### src/rtl/sir_pkg.sv
package sir_pkg;
    parameter int unsigned SIR_BIT_TICKS   = 16;
    parameter int unsigned SIR_PULSE_TICKS = 3;
    parameter int unsigned SIR_MODEM_W     = 3;

    typedef enum logic {
        PATH_WIRED = 1'b0,
        PATH_IR    = 1'b1
    } path_sel_e;
endpackage

### src/rtl/sir_pulse_enc.sv
module sir_pulse_enc #(
    parameter int unsigned BIT_TICKS   = 16,
    parameter int unsigned PULSE_TICKS = 3
) (
    input  logic clk,
    input  logic rst_n,
    input  logic en,
    input  logic tick,
    input  logic txd,
    output logic led
);
    localparam int unsigned CW = $clog2(BIT_TICKS);
    localparam logic [CW-1:0] LAST_PH  = CW'(BIT_TICKS - 1);
    localparam logic [CW-1:0] PULSE_PH = CW'(PULSE_TICKS);

    typedef struct packed {
        logic [CW-1:0] ph;
        logic          prev;
        logic          led;
    } enc_st_t;

    enc_st_t st_d, st_q;

    always_comb begin
        st_d = st_q;
        if (!en) begin
            st_d.ph   = '0;
            st_d.prev = 1'b1;
            st_d.led  = 1'b0;
        end else if (tick) begin
            if (txd) begin
                st_d.ph  = '0;
                st_d.led = 1'b0;
            end else begin
                if (st_q.prev || st_q.ph == LAST_PH) begin
                    st_d.ph = '0;
                end else begin
                    st_d.ph = st_q.ph + 1'b1;
                end
                st_d.led = (st_d.ph < PULSE_PH);
            end
            st_d.prev = txd;
        end
    end

    always_ff @(posedge clk or negedge rst_n) begin
        if (!rst_n) begin
            st_q <= '{ph: '0, prev: 1'b1, led: 1'b0};
        end else begin
            st_q <= st_d;
        end
    end

    assign led = st_q.led;
endmodule

### src/rtl/sir_pulse_dec.sv
module sir_pulse_dec #(
    parameter int unsigned BIT_TICKS = 16
) (
    input  logic clk,
    input  logic rst_n,
    input  logic en,
    input  logic tick,
    input  logic pd,
    output logic rxd
);
    localparam int unsigned HOLD = BIT_TICKS + 1;
    localparam int unsigned CW   = $clog2(HOLD + 1);

    typedef struct packed {
        logic          s1;
        logic          s2;
        logic          s3;
        logic [CW-1:0] cnt;
    } dec_st_t;

    dec_st_t st_d, st_q;

    always_comb begin
        st_d    = st_q;
        st_d.s1 = pd;
        st_d.s2 = st_q.s1;
        st_d.s3 = st_q.s2;
        if (!en) begin
            st_d.cnt = '0;
        end else if (st_q.s2 && !st_q.s3) begin
            st_d.cnt = CW'(HOLD);
        end else if (tick && st_q.cnt != '0) begin
            st_d.cnt = st_q.cnt - 1'b1;
        end
    end

    always_ff @(posedge clk or negedge rst_n) begin
        if (!rst_n) begin
            st_q <= '0;
        end else begin
            st_q <= st_d;
        end
    end

    assign rxd = (st_q.cnt == '0);
endmodule

### src/rtl/sir_line_mux.sv
module sir_line_mux
    import sir_pkg::*;
#(
    parameter int unsigned MODEM_W = 3
) (
    input  path_sel_e          sel,
    input  logic               uart_txd,
    input  logic               ir_rxd,
    input  logic               wire_rxd,
    input  logic [MODEM_W-1:0] wire_modem,
    output logic               wire_txd,
    output logic               uart_rxd,
    output logic [MODEM_W-1:0] modem_to_uart
);
    always_comb begin
        if (sel == PATH_IR) begin
            wire_txd      = 1'b1;
            uart_rxd      = ir_rxd;
            modem_to_uart = '1;
        end else begin
            wire_txd      = uart_txd;
            uart_rxd      = wire_rxd;
            modem_to_uart = wire_modem;
        end
    end
endmodule

### src/rtl/ir_sir_bridge.sv
module ir_sir_bridge
    import sir_pkg::*;
#(
    parameter int unsigned BIT_TICKS   = SIR_BIT_TICKS,
    parameter int unsigned PULSE_TICKS = SIR_PULSE_TICKS,
    parameter int unsigned MODEM_W     = SIR_MODEM_W
) (
    input  logic               clk,
    input  logic               rst_n,
    input  logic               ir_en,
    input  logic               baud_tick16,
    input  logic               uart_txd,
    output logic               uart_rxd,
    output logic [MODEM_W-1:0] modem_to_uart,
    output logic               wire_txd,
    input  logic               wire_rxd,
    input  logic [MODEM_W-1:0] wire_modem,
    output logic               led_out,
    input  logic               pd_in
);
    path_sel_e sel;
    logic      ir_rxd;

    assign sel = ir_en ? PATH_IR : PATH_WIRED;

    sir_pulse_enc #(.BIT_TICKS(BIT_TICKS), .PULSE_TICKS(PULSE_TICKS)) enc_i (
        .clk(clk), .rst_n(rst_n), .en(ir_en), .tick(baud_tick16),
        .txd(uart_txd), .led(led_out)
    );

    sir_pulse_dec #(.BIT_TICKS(BIT_TICKS)) dec_i (
        .clk(clk), .rst_n(rst_n), .en(ir_en), .tick(baud_tick16),
        .pd(pd_in), .rxd(ir_rxd)
    );

    sir_line_mux #(.MODEM_W(MODEM_W)) mux_i (
        .sel(sel), .uart_txd(uart_txd), .ir_rxd(ir_rxd),
        .wire_rxd(wire_rxd), .wire_modem(wire_modem),
        .wire_txd(wire_txd), .uart_rxd(uart_rxd),
        .modem_to_uart(modem_to_uart)
    );
endmodule

### config.mk
export PLATFORM = sky130hd
export DESIGN_NAME = ir_sir_bridge
export DESIGN_NICKNAME = d
export VERILOG_FILES = /design/src/rtl/sir_pkg.sv /design/src/rtl/sir_pulse_enc.sv /design/src/rtl/sir_pulse_dec.sv /design/src/rtl/sir_line_mux.sv /design/src/rtl/ir_sir_bridge.sv
export SDC_FILE = /design/constraint.sdc
export NUM_CORES = 1
export LEC_CHECK = 0
export BUFFER_PORTS_ARGS = -buffer_cell sky130_fd_sc_hd__buf_2
export CAP_MARGIN = 10
export CORE_ASPECT_RATIO = 0.9
export CORE_MARGIN = 2
export CORE_UTILIZATION = 30
export DETAILED_ROUTE_END_ITERATION = 16
export GPL_ROUTABILITY_DRIVEN = 0
export PLACE_DENSITY = 0.57
export SETUP_SLACK_MARGIN = 0.2
export SYNTH_ARGS = -nofsm -noshare
export SYNTH_HDL_FRONTEND = slang
export SYNTH_SLANG_ARGS = --single-unit
### constraint.sdc
create_clock -name clk -period 1.2 [get_ports clk]
set_input_delay 0.06 -clock clk [delete_from_list [all_inputs] [get_ports clk]]
set_output_delay 0.06 -clock clk [all_outputs]
set_load 0.02 [all_outputs]
======== Word level (Yosys, flattened, before mapping) ========
Cells that the tools add are included.
word-level totals
  register bits after elaboration ......... 14
  bits in latches ......................... 0
  RAM bits ................................ 0
  bits in read-only memories .............. 0
  bits of input ports ..................... 10
  output and inout bits ................... 6
  logic and storage cells ................. 34
  memories kept ........................... 0
cells by class
  add/sub/neg operators ................... 2
  $mul .................................... 0
  div/mod/pow operators ................... 0
  order comparisons ....................... 1
  eq/ne operators ......................... 3
  shift operators ......................... 0
  multiplexer cells ....................... 15
  bitwise gates (word level) .............. 0
  reductions and logical operators ........ 6
operator list
  cell                 number
  $mux 4               5
  $mux 5               3
  $mux 6               2
  $logic_not 5->1      1
  $reduce_bool 5->1    1
  $sub 5x1->5 const B  1
  $add 4x1->4 const B  1
  $eq 4x4->1 const B   1
  $lt 4x2->1 const B   1
  $mux 1               4
  $mux 3               1
  $ne 3x1->1 const B   1
  $logic_and 1x1->1    2
  $ne 2x1->1 const B   1
  $logic_not 1->1      1
  $logic_or 1x1->1     1

======== Longest topological paths before layout ========
Gate-level depths: netlist of run 1.
  word-level depth ........................ 10
  depth in mapped cells ................... 5
  mapped depth without buffers ............ 5

======== Hierarchy ========
Synthesis of run 1 repeated with hierarchy kept, for this count alone.
unflattened totals
  cell total of the unflattened synthesis .. 75
  area, all modules ....................... 773.2 um^2
by module, submodules not included
  module         times used  cells an instance  area each (um^2)  seq. area each (um^2)
  sir_pulse_enc  1           37                 372.9             151.4
  sir_pulse_dec  1           33                 360.3             200.2
  sir_line_mux   1           5                  40.0              0.0

======== Worst setup path before layout of run 1 ========
No wires, ideal clock.
  path type ............................... flip-flop to flip-flop
  start point ............................. register dec_i.st_q[0] in the netlist's numbering
  end point ............................... register dec_i.st_q[0] in the netlist's numbering
  setup time .............................. 0.082 ns
  arrival time ............................ 1.157 ns
  required time ........................... 1.118 ns
  setup slack ............................. -0.039 ns
  cell stages (with the launch flop) ...... 6
  path buffers ............................ 0
  period minus slack after synthesis ...... 1.239 ns
  cell sequence ........................... dfrtp_1 inv_1 ha_1 nor4b_4 or3_1 a31oi_1
between the ends
  longest elaborated chain between the ends .. 4
  elaborated cells on any way between the ends .. 7
  classes of those cells .................. add/sub: 1; eq/ne: 1; mux: 3; reduce/logical: 2
ends and longest elaborated chain
  element                 line                 RTL
  from (decl)             sir_pulse_dec.sv:21  dec_st_t st_d, st_q;
  from (signal assigned)  sir_pulse_dec.sv:41  st_q <= st_d;
  $sub 5x1->5             sir_pulse_dec.sv:33  st_d.cnt = st_q.cnt - 1'b1;
  $mux 5                  sir_pulse_dec.sv:32  end else if (tick && st_q.cnt != '0) begin
  $mux 5                  sir_pulse_dec.sv:30  end else if (st_q.s2 && !st_q.s3) begin
  $mux 5                  sir_pulse_dec.sv:28  if (!en) begin
Several ways; a longest one is shown, not always the timed one. The select of a mux whose other input is x is not followed.
A chain may end at the register's enable or synchronous reset.

======== Final worst setup path of run 1 ========
  start point ............................. register dec_i.st_q[1] in the netlist's numbering
  end point ............................... output uart_rxd
between the ends
  longest elaborated chain between the ends .. 2
ends and longest elaborated chain
  element          line                 RTL
  $logic_not 5->1  sir_pulse_dec.sv:45  assign rxd = (st_q.cnt == '0);
  $mux 1           sir_line_mux.sv:16   if (sel == PATH_IR) begin
  to (decl)        ir_sir_bridge.sv:13  output logic uart_rxd,
No other way between the ends.

==> results of run 1 <==
layout make-up:
type / instances / area (sq um) / area share, %
clock buffers: 4 / 36.28 / 3.262
inverters: 6 / 22.52 / 2.025
multi-input cells: 55 / 476.7 / 42.86
flip-flops and latches: 14 / 354.1 / 31.83
well taps: 28 / 35.03 / 3.150
repair buffers: 28 / 187.7 / 16.87
repair_timing:
action,4_1_cts,5_1_grt
hold buffers,2,0
setup buffers,2,3
resized for setup,9,8
endpoints found under the hold margin,15,0
setup endpoints to repair,11,11
pin swaps,7,4
kinds of logic after synthesis:
group / count (synthesis)
AOI/OAI and AO/OA: 20
adders and majority gates: 2
buffers and inverters: 7
DFF: 14
muxes: 2
and+or+nand+nor: 31
state kept, by name, indices dropped and copies added, names as in the netlist:
register    flops
enc_i.led       1
dec_i.st_q      6
dec_i.st_d      2
enc_i.st_q      5
layer usage:
layer | up-vias | GRT usage, %
met5 | - | 0
met4 | 0 | 4.762
met3 | 2 | 4.557
met2 | 16 | 22.29
met1 | 331 | 14.83
li1 | 337 | -
worst max-delay path, delay by kind of cell, from the launching register on:
kind | cells | cell delay, ns
flops | 1 | 0.37
mux | 1 | 0.26
buf+inv | 2 | 0.18
fa+ha+maj | 1 | 0.15
simple gates | 1 | 0.12
through the flow:
stage | cells | setup slack, ns | util (%) | area (sq um) | power (uW)
floorplan | 76 | 0.01189 | - | 783.3 | 683.4
global placement | 124 | -0.06608 | 38.83 | 933.4 | 766.8
detailed placement | 124 | -0.09959 | 38.83 | 933.4 | 776.5
CTS | 132 | -0.2587 | 43.52 | 1046 | 1188
global route | 135 | -0.3040 | 46.28 | 1112 | 1282
finish | 135 | -0.2326 | 46.28 | 1112 | 1210
how the worst max path moves through the flow:
stage,start,to,cells after the start,slack [ns]
2_1_floorplan,enc_i.st_q[2],enc_i.led,4,0.01
3_3_place_gp,dec_i.st_q[1],uart_rxd,5,-0.07
3_5_place_dp,dec_i.st_q[1],uart_rxd,5,-0.1
4_1_cts,dec_i.st_q[0],uart_rxd,5,-0.26
5_1_grt,dec_i.st_q[0],uart_rxd,5,-0.30
6_report,dec_i.st_q[1],uart_rxd,5,-0.23
layout by cell type (no fill, tap or decap), drive strengths merged:
cell type	instances
buf	26
or3	4
dfstp	1
nand3	2
mux2	1
a31oi	2
a211oi	1
mux2i	1
clkbuf	4
o32ai	1
nor2b	1
dfrtp	13
dlygate4sd3	2
o311ai	1
a21oi	8
ha	2
inv	6
nand4b	1
o21ai	5
nand3b	4
a32oi	1
nand2	6
nor3b	1
nand2b	1
nor3	3
or2	3
nor4b	1
o31ai	1
nor2	4
power by group through the flow:
stage,sequential [uW],clock [uW],combinational (uW)
floorplan,534,0,149
global placement,529,0,238
detailed placement,531,0,246
CTS,521,363,303
global route,525,380,377
finish,523,341,347
==> flow_summary.yaml, run 1 <==
timing:
  period_share_pct: 119.4
  finalHoldViolations: 0
  period_minus_slack_ns: 1.433
  relSlewSlack_pct: 78.19
  slew_viol_final: 0
  fin_tns_setup_ns: -0.8852
  setup_violations: 5
  fmax_ghz: 0.6980
  whs_ns: 0.09660
  rsz0062_at_grt: "yes"
  skew_ns: 0.004279
  worst_slew_pin_slew_ns: 0.3271
  worst_slack_ns: -0.2326
grt:
  grt_util_all_layers_pct: 12.95
  gr-total-overflow: 0
  antenna_found_initial: 0
  grt_pass1_wl_microns: 2815
  grt_pass1_vias: 652
  grt_max_degree: 15
place:
  port_buffers: 15
  dp_hpwl_microns: 1225
detailed_routing:
  top_layer_used: "met4"
  drcViolationCount: 0
  wl_met1_microns: 758
  via_count: 686
  drt_iter0_drc: 23
  wl_met3_microns: 68
  drt-total-wl_microns: 1788
  drt-pass1-iter-count: 4
  wl_met2_microns: 948
  viasPerCell: 5.081
  antenna_left: 0
  wl_per_cell_microns: 13.24
synthesis:
  synth_warnings: 0
  synth_area_leaders: "dfrtp_1, a21oi_1, nand3b_1, dfstp_2, ha_1"
  synth_top_cell_area_share_pct: 43.77
  synth_top_cells_by_count: "dfrtp_1, a21oi_1, nand2_1"
  synth_xor_area_share_pct: 0
  synthAdderAreaFrac_pct: 3.367
  yosysSeqAreaShare_pct: 47.31
  synth-edff-count: 0
  syn_area_per_cell_sq_um: 9.779
  synth_compound_area_share_pct: 15.99
  synth_top_family_by_area: "simple AND/OR/NAND/NOR gates"
  synth-main-ff-cell: "dfrtp_1"
  syn_nets: 88
  yosysTopAreaCell: "dfrtp_1"
  yosys.area_share.simple_pct: 26.77
  ys_types: 30
  synthesis.instances: 76
  syn-cell-area_sq_um: 743.2
  synth.most_common_cell: "dfrtp_1"
  async_reset_ff_share_pct: 100.0
  ys_ff_latch: 14
  synthMuxAreaShare_pct: 2.862
pwr:
  p_clk_share_pct: 28.1
  leakage_uw: 0.0004631
  switching_share_pct: 28.39
  power.density_nw_per_um2: 1088
  internal_power_uw: 866.6
  p_sw_uw: 343.5
  pwr-share-seq_pct: 43.2
  combinationalPowerShare_pct: 28.7
  vdd_drop_max_mv: 0.7000
clock_tree:
  cts_buffer_depth: 2
  cts_made_buffers: 3
  clkSinkCount: 14
  cts_max_level: 1
  path_clk_slew_ns: 0.09
  cts_tree: "yes"
  clk_latency_ns: 0.28
  clockRootBuffer: "clkbuf_4"
setup_path:
  crit-reg2reg-launch: "dec_i.st_q[0]"
  endpoint_kind: "output port"
  timing.rr.end: "dec_i.st_q[3]"
  cp.required_ns: 1.14
  crit_chain: "inv_2, ha_4, nor4b_4, mux2_4, buf_6"
  slowest_stage: "dfrtp_1"
  slowest_delay_ns: 0.37
  crit_type: "flop to output port"
  ff2ff_path_depth: 5
  critPathArrivalTime_ns: 1.37
  worstPathMaxFanout: 2
  r2r_slack_ns: -0.20
  startpoint_type: "flop"
cells_and_area:
  fillers: 235
  drive_gt1_share_pct: 50.47
  nets: 120
  diodes: 0
  area_delta_synth_final_pct: 49.66
job:
  max_cap_violations: 0
floorplanning:
  io_pins: 16
  coreArea_sq_um: 2404
  rows: 17
  start_util_pct: 30.92
  die_h_microns: 51.22
  die_area_sq_um: 2892
  die_x_microns: 56.47
min_path:
  hold_class: "input port to flop"
  min-delay-start: "ir_en"
  hold_depth: 2
  whs_endpoint: "enc_i.st_q[1]"
outcome:
  violations: "setup timing"
  status: "finished with violations"
No activity file was read; power rests on OpenSTA's default activity.
==> inputs of run 2 (changes only) <==
--- a/config.mk
+++ b/config.mk
@@ -9,10 +9,10 @@
 export CAP_MARGIN = 10
 export CORE_ASPECT_RATIO = 0.9
 export CORE_MARGIN = 2
-export CORE_UTILIZATION = 30
+export CORE_UTILIZATION = 25
 export DETAILED_ROUTE_END_ITERATION = 16
 export GPL_ROUTABILITY_DRIVEN = 0
-export PLACE_DENSITY = 0.57
+export PLACE_DENSITY = 0.5
 export SETUP_SLACK_MARGIN = 0.2
 export SYNTH_ARGS = -nofsm -noshare
 export SYNTH_HDL_FRONTEND = slang
==> run 2 against run 1 <==
Effect of this change: the flow still finishes with violations (setup timing); power fell by 1.6%; worst setup slack got worse by 0.023 ns; largest power group unchanged; sequential power about the same; critical path depth unchanged; global-route usage decreased by 1.6 points; cell count grew 6.7%; design area fell by 2.4%; via count shrank 1.5%; die area up 18%; first-iteration DRC count decreased by 30%.
==> flow_summary.yaml, run 2 (synthesized netlist as in run 1, its figures left out) <==
grt:
  antenna_found_initial: 0
  grt_util_all_layers_pct: 11.34
  grt_max_degree: 15
  gr-total-overflow: 0
  grt_pass1_vias: 652
  grt_pass1_wl_microns: 2891
floorplanning:
  io_pins: 16
  die_area_sq_um: 3426
  die_h_microns: 55.73
  rows: 18
  start_util_pct: 26.61
  die_x_microns: 61.48
  coreArea_sq_um: 2793
detailed_routing:
  viasPerCell: 4.694
  wl_per_cell_microns: 12.35
  drcViolationCount: 0
  drt_iter0_drc: 16
  antenna_left: 0
  via_count: 676
  drt-pass1-iter-count: 4
  drt-total-wl_microns: 1779
cells_and_area:
  largest_register_ffs: 6
  final_cell_mix: "buf_2, dfrtp_1, buf_4"
  largest_register: "dec_i.st_q"
  diodes: 0
  area_delta_synth_final_pct: 46.13
  drive_gt1_share_pct: 50.00
  nets: 117
  final_common_cell: "buf_2"
timing:
  rsz0062_at_grt: "yes"
  worst_slew_pin_slew_ns: 0.3309
  fin_tns_setup_ns: -0.7178
  relSlewSlack_pct: 77.94
  setup_violations: 4
  worst_slack_ns: -0.2559
  fmax_ghz: 0.6869
  slew_viol_final: 0
  period_minus_slack_ns: 1.456
  period_share_pct: 121.3
  skew_ns: 0.0003739
  finalHoldViolations: 0
outcome:
  violations: "setup timing"
  status: "finished with violations"
setup_path:
  crit_chain: "inv_2, ha_4, nor4b_4, mux2_4, buf_6"
  endpoint_kind: "output port"
  slowest_delay_ns: 0.40
  slowest_stage: "dfrtp_1"
  startpoint_type: "flop"
  worstPathMaxFanout: 2
  critPathBufInv: 2
  crit_type: "flop to output port"
  crit_family: "flip-flops"
  critPathArrivalTime_ns: 1.40
  cp.required_ns: 1.14
  r2r_slack_ns: -0.17
clock_tree:
  clk_latency_ns: 0.29
  cts_tree: "yes"
  cts_max_level: 1
  clkSinkCount: 14
  cts_made_buffers: 3
  clockRootBuffer: "clkbuf_4"
  path_clk_slew_ns: 0.10
  cts_buffer_depth: 2
min_path:
  hold_class: "input port to flop"
pwr:
  total_power_uw: 1191
  power.density_nw_per_um2: 1097
  leakage_uw: 0.0004445
  vdd_drop_max_mv: 0.6382
place:
  port_buffers: 15
  dp_hpwl_microns: 1195
  place_ws_ns: -0.1056
job:
  max_cap_violations: 0
## run 2: changes by cell type in the layout (fill, tap and decap cells not counted), sizes merged
cell,delta
buf,-3
## run 2: what timing repair did
action	4_1_cts	5_1_grt
endpoints found under the hold margin	15	0
hold buffers	2	0
setup endpoints to repair	11	11
pin swaps	9	0
buffers inserted	2	0
resized for setup	7	7
## run 2: layer usage
metal	GRT usage (%)	up-vias	part of all wire, %
met3	2.093	2	5.0
met1	15.84	324	45
met4	4.559	0	0.73
li1	-	331	-
met5	0	-	0
met2	17.02	19	49
## run 2: final cells by class
cell class	count	area [sq um]
fillers	287	1707
multi-input cells	55	461.7
flip-flops and latches	14	354.1
repair buffers	25	161.4
well taps	40	50.05
clock buffers	4	36.28
inverters	6	22.52
## run 2: worst reg2reg max path, stage by stage, from the launching register on
cell and delay [ns]:
dfrtp_1 0.38, inv_2 0.05, ha_4 0.15, nor4b_4 0.13, buf_4 0.15, or3_1 0.30, a31oi_1 0.13
## run 2: path summary, 6_finish.rpt
check	from	end	cells after the start
max	dec_i.st_q[0]	uart_rxd	5
min reg2reg	dec_i.st_d[6]	dec_i.st_d[5]	0
min in group asynchronous	rst_n	dec_i.st_d[6]	2
max in group asynchronous	rst_n	enc_i.st_q[1]	2
min	ir_en	enc_i.st_q[1]	2
max reg2reg	dec_i.st_q[0]	dec_i.st_q[0]	6
## run 2: stage by stage
stage	util [%]	hold WS, ns	std cells	area [sq um]
2_1_floorplan	-	-0.2356	76	783.3
3_3_place_gp	33.96	-0.01197	136	948.4
3_5_place_dp	33.96	-0.007682	136	948.4
4_1_cts	37.46	0.06648	144	1046
5_1_grt	38.89	0.09450	144	1086
6_report	38.89	0.07073	144	1086
## run 2: where the power goes
| part | switching, uW | leakage (uW) | internal (uW) |
|---|---|---|---|
| Sequential | 21.7 | 0.000178 | 499 |
| Clock | 175 | 0.0000210 | 185 |
| Combinational | 149 | 0.000246 | 162 |
| Total | 346 | 0.000444 | 846 |
